**src/rtl/zc_sel_pkg.sv**
```systemverilog
package zc_sel_pkg;

    // Which data input the output register is loading from.
    typedef enum logic {
        SRC_A = 1'b0,
        SRC_B = 1'b1
    } src_e;

    // State of the sign tracker: last sampled sign and whether that sample is valid.
    typedef struct packed {
        logic sign;
        logic primed;
    } sign_state_t;

endpackage

```
**src/rtl/zc_thresh_cmp.sv**
```systemverilog
module zc_thresh_cmp #(
    parameter int                        DATA_W = 16,
    parameter logic signed [DATA_W-1:0]  THRESH = 16'sh0B33
) (
    input  logic signed [DATA_W-1:0] w,
    output logic                     at_or_above
);

    // Signed compare: negative control words are always below a positive threshold.
    always_comb begin
        at_or_above = (w >= THRESH);
    end

endmodule

```
**src/rtl/zc_sign_tracker.sv**
```systemverilog
module zc_sign_tracker
    import zc_sel_pkg::*;
#(
    parameter int DATA_W = 16
) (
    input  logic                     clk,
    input  logic                     rst,
    input  logic signed [DATA_W-1:0] c,
    output logic                     crossing
);

    localparam int SIGN_IDX = DATA_W - 1;

    sign_state_t st_d, st_q;
    logic        cur_sign;

    always_comb begin
        cur_sign    = c[SIGN_IDX];
        st_d.sign   = cur_sign;
        st_d.primed = 1'b1;
        // Only compare against a sample that was taken after reset.
        crossing    = st_q.primed && (cur_sign != st_q.sign);
    end

    always_ff @(posedge clk) begin
        if (rst) begin
            st_q <= '0;
        end else begin
            st_q <= st_d;
        end
    end

endmodule

```
**src/rtl/zc_select_core.sv**
```systemverilog
module zc_select_core
    import zc_sel_pkg::*;
#(
    parameter int DATA_W = 16
) (
    input  logic                     clk,
    input  logic                     rst,
    input  logic                     at_or_above,
    input  logic                     crossing,
    input  logic signed [DATA_W-1:0] a,
    input  logic signed [DATA_W-1:0] b,
    output logic signed [DATA_W-1:0] o
);

    typedef struct packed {
        src_e                     src;
        logic signed [DATA_W-1:0] data;
    } core_state_t;

    core_state_t st_d, st_q;

    always_comb begin
        st_d = st_q;
        if (!at_or_above) begin
            // Falling below the threshold returns to a at once.
            st_d.src  = SRC_A;
            st_d.data = a;
        end else if (st_q.src == SRC_B || crossing) begin
            st_d.src  = SRC_B;
            st_d.data = b;
        end else begin
            st_d.src  = SRC_A;
            st_d.data = a;
        end
    end

    always_ff @(posedge clk) begin
        if (rst) begin
            st_q <= '{src: SRC_A, data: '0};
        end else begin
            st_q <= st_d;
        end
    end

    assign o = st_q.data;

endmodule

```
**src/rtl/zc_sync_selector.sv**
```systemverilog
module zc_sync_selector #(
    parameter int                        DATA_W     = 16,
    parameter logic signed [DATA_W-1:0]  THRESH_VAL = 16'sh0B33
) (
    input  logic                     clk,
    input  logic                     rst,
    input  logic signed [DATA_W-1:0] w,
    input  logic signed [DATA_W-1:0] a,
    input  logic signed [DATA_W-1:0] b,
    input  logic signed [DATA_W-1:0] c,
    output logic signed [DATA_W-1:0] o
);

    logic at_or_above;
    logic crossing;

    zc_thresh_cmp #(
        .DATA_W (DATA_W),
        .THRESH (THRESH_VAL)
    ) i_cmp (
        .w           (w),
        .at_or_above (at_or_above)
    );

    zc_sign_tracker #(
        .DATA_W (DATA_W)
    ) i_sign (
        .clk      (clk),
        .rst      (rst),
        .c        (c),
        .crossing (crossing)
    );

    zc_select_core #(
        .DATA_W (DATA_W)
    ) i_core (
        .clk         (clk),
        .rst         (rst),
        .at_or_above (at_or_above),
        .crossing    (crossing),
        .a           (a),
        .b           (b),
        .o           (o)
    );

endmodule

```
**config.mk**
```make
export PLATFORM = sky130hd
export DESIGN_NAME = zc_sync_selector
export DESIGN_NICKNAME = d
export VERILOG_FILES = /design/src/rtl/zc_sel_pkg.sv /design/src/rtl/zc_thresh_cmp.sv /design/src/rtl/zc_sign_tracker.sv /design/src/rtl/zc_select_core.sv /design/src/rtl/zc_sync_selector.sv
export SDC_FILE = /design/constraint.sdc
export NUM_CORES = 1
export LEC_CHECK = 0
export BUFFER_PORTS_ARGS = -buffer_cell sky130_fd_sc_hd__buf_2
export CAP_MARGIN = 20
export CORE_ASPECT_RATIO = 1.75
export CORE_MARGIN = 1.5
export CORE_UTILIZATION = 37
export DETAILED_ROUTE_END_ITERATION = 7
export GPL_ROUTABILITY_DRIVEN = 0
export GPL_TIMING_DRIVEN = 0
export HOLD_SLACK_MARGIN = 0.08
export PLACE_DENSITY = 0.83
export RECOVER_POWER = 25
export SYNTH_ARGS = -nofsm -noshare
export SYNTH_HDL_FRONTEND = slang
export SYNTH_SLANG_ARGS = --single-unit
```
**constraint.sdc**
```tcl
create_clock -name clk -period 2 [get_ports clk]
set_input_delay 0.2 -clock clk [delete_from_list [all_inputs] [get_ports clk]]
set_output_delay 0.2 -clock clk [all_outputs]
set_load 0.03 [all_outputs]
```
==> run summary <==
status -> complete, no violations
DIE WIDTH -> 40.71 um
DP HPWL -> 1.854 mm
Power Internal -> 0.6590 mW
Core Rows -> 23
CP max stage cell -> or3_1
adder-cell area share of the yosys netlist -> 0
die height -> 69.00 um
Max clock buf depth -> 2
final net count -> 237
mux cell area share after synthesis -> 0.1739
ant diodes -> 0
cts bufs inserted -> 3
syn nets -> 166
mapped cell area -> 920.9 um^2
CP max FO -> 10
Max Clk Rate -> 636.6 MHz
routed len/inst -> 11.59 um
Max Cap Viol -> 0
Final Cycle Share -> 0.7854
Setup WS pre-CTS -> 145.1 ps
Peak VDD IR -> 0.0004747 V
antenna violations before repair -> 0
Area after DPL -> 1282 um^2
worst-skew pair later-pin latency -> 250 ps
flops & latches, synth -> 19
Starting DRT DRC Count -> 15
Pwr Total -> 0.9146 mW
largest net degree at the start of global routing -> 13
Worst path max stage delay -> 380 ps
relative slew slack -> 0.6657
Yosys warning count -> 0
Post-Layout Inst Area -> 1323 um^2
number of port buffers -> 66
cell count after synthesis -> 100
all-layer global routing usage -> 0.1717
# IOs -> 82
start point of the critical path -> w[10]
Layout area overhead -> 43.61%
post_cts resized -> 0
Synth Area in Compound Gates -> 0.06250
FF-to-FF Start -> i_sign.st_q[1]
PwrDens -> 691.6 nW/um^2
Avg Synthesized Cell Area -> 9.209 um^2
clock skew -> 2.162 ps
hold buffers post-CTS -> 0
worst reg-to-reg setup slack -> 460 ps
Critical Path Sink -> i_core.o[5]
final setup fails -> 0
final worst-path setup slack -> 429.2 ps
Net Sw Frac -> 0.2795
Post-synth EDFFs -> 0
worst-path cell chain -> buf_2 -> nand4b_1 -> or3_1 -> a311oi_1 -> buf_4 -> buf_12 -> mux2i_1
CP Capture Type -> register
RSZ-0062 raised after global routing -> no
layout cells sized above 1 -> 0.4941
P_sw -> 0.2556 mW
actual slew at the worst max-slew pin -> 501.5 ps
Simple-Gate Fraction of Synth Area -> 0.1644
clk slew on worst S/H paths -> 70 ps
setup TNS -> 0 ps
drc violations -> 0
clock root buffer -> clkbuf_8
fin util -> 0.5674
register share of total power -> 0.453
starting density of the core -> 0.3951
first-pass GRT wire length -> 3.236 mm
remaining antenna violation count -> 0
TritonCTS Sinks -> 19
Clock power frac -> 0.289
Initial DRT Pass Iterations -> 2
crit path DAT -> 1750 ps
Main synth FF type -> dfxtp_1
Synth Area in XOR/XNOR -> 0.009511
overflow left after global routing -> 0
CTS H-tree depth -> 1
startpoint types -> input port
largest family of logic cells by synthesized area -> buffers and inverters
combinational fraction of design power -> 0.258
CTS tree -> done
via count -> 889
Pleak -> 0.6735 nW
top cell type's share of synthesized area -> 0.4130
vias in the first global route -> 847
Synth area leaders -> dfxtp_1, mux2i_1, buf_4
Synth area leader -> dfxtp_1
worst hold path class -> in2reg
Die Area -> 2809 um^2
Reg2Reg Depth -> 6
r2r endpoint -> i_core.o[5]
Post-synth ARST share -> 0
post-synthesis sequential area ratio -> 0.4130
CP required -> 2180 ps
core area -> 2331 um^2
Final Hold Fails -> 0
Synth cell types -> 17
vias per cell -> 4.559
Crit Path Category -> in2reg
post-CTS setup buffer count -> 0
Slew Viols, Final -> 0
total wire length -> 2.260 mm
min cycle time layout -> 1571 ps
-- per-layer routing --
layer  vias up  track usage  share of wire
li1        447            -              -
met1       401       0.1380           0.32
met2        39       0.3651           0.61
met3         2     0.009615          0.058
met4         0      0.07500          0.012
met5         -            0              0
-- cells by family (layout without fill, tap and decap cells) --
group / after synthesis / after routing
xor gates and xnor gates: 1 / 1
DFF: 19 / 19
buffers and inverters: 22 / 92
AOI/OAI and AO/OA: 5 / 5
muxes: 16 / 16
and+or+nand+nor: 37 / 37
-- cells in the final DEF, fill, tap and decap left out --
cell | netlist | layout
buf_2 | 0 | 59
nand2_1 | 33 | 33
dfxtp_1 | 19 | 19
buf_4 | 17 | 17
mux2i_1 | 16 | 16
clkbuf_1 | 3 | 10
clkbuf_8 | 0 | 3
inv_1 | 0 | 1
a2111oi_0 | 1 | 1
nand4b_1 | 1 | 1
o21bai_2 | 1 | 1
a211oi_4 | 1 | 1
or3_1 | 1 | 1
xor2_1 | 1 | 1
a21oi_2 | 1 | 1
a311oi_1 | 1 | 1
buf_12 | 1 | 1
nor2b_1 | 1 | 1
and2_1 | 1 | 1
clkinvlp_4 | 0 | 1
-- layout make-up --
type	count	area, um^2
plain buffers	21	158.9
clock buffers	3	41.29
clock inverters	1	7.507
fillers	234	1008
inverters	1	3.754
multi-input cells	59	377.9
flip-flops and latches	19	380.4
well taps	25	31.28
repair buffers	66	321.6
-- critical path: cells and delay by family --
family / cells / cell delay (ps)
AO/OA/AOI/OAI: 1 / 300
buffers and inverters: 3 / 520
multiplexers: 1 / 190
AND/OR/NAND/NOR: 2 / 550
-- metrics by stage --
step	cells	hold WS (ps)
finish	195	115.9
global placement	191	395.2
CTS	195	122.8
detailed placement	191	391.4
floorplan	100	271.6
global route	195	112.0
-- power groups by stage --
stage / Combinational [mW] / Clock (mW) / Sequential (mW)
2_1_floorplan: 0.153 / 0 / 0.421
3_3_place_gp: 0.232 / 0 / 0.422
3_5_place_dp: 0.241 / 0 / 0.424
4_1_cts: 0.242 / 0.271 / 0.415
5_1_grt: 0.257 / 0.283 / 0.417
6_report: 0.236 / 0.265 / 0.414
-- cell usage after synthesis (3+ instances only) --
| cell | count |
|---|---|
| mux2i_1 | 16 |
| dfxtp_1 | 19 |
| nand2_1 | 33 |
| clkbuf_1 | 3 |
| buf_4 | 17 |
-- registers in the layout, indices dropped and copies added, names as in the netlist --
signal / cells
i_core.o: 16
i_sign.st_q: 2
i_core.st_q: 1
-- worst min path at each step --
| stage | start | end | slack [ps] | cells after the start |
|---|---|---|---|---|
| 4_1_cts | rst | i_sign.st_q[1] | 120 | 2 |
| 6_report | rst | i_sign.st_q[1] | 120 | 2 |
| 2_1_floorplan | rst | i_sign.st_q[1] | 270 | 1 |
| 3_5_place_dp | rst | i_sign.st_q[1] | 390 | 2 |
| 3_3_place_gp | rst | i_sign.st_q[1] | 400 | 2 |
| 5_1_grt | rst | i_sign.st_q[1] | 110 | 2 |
(Power assumes the default switching activity.)
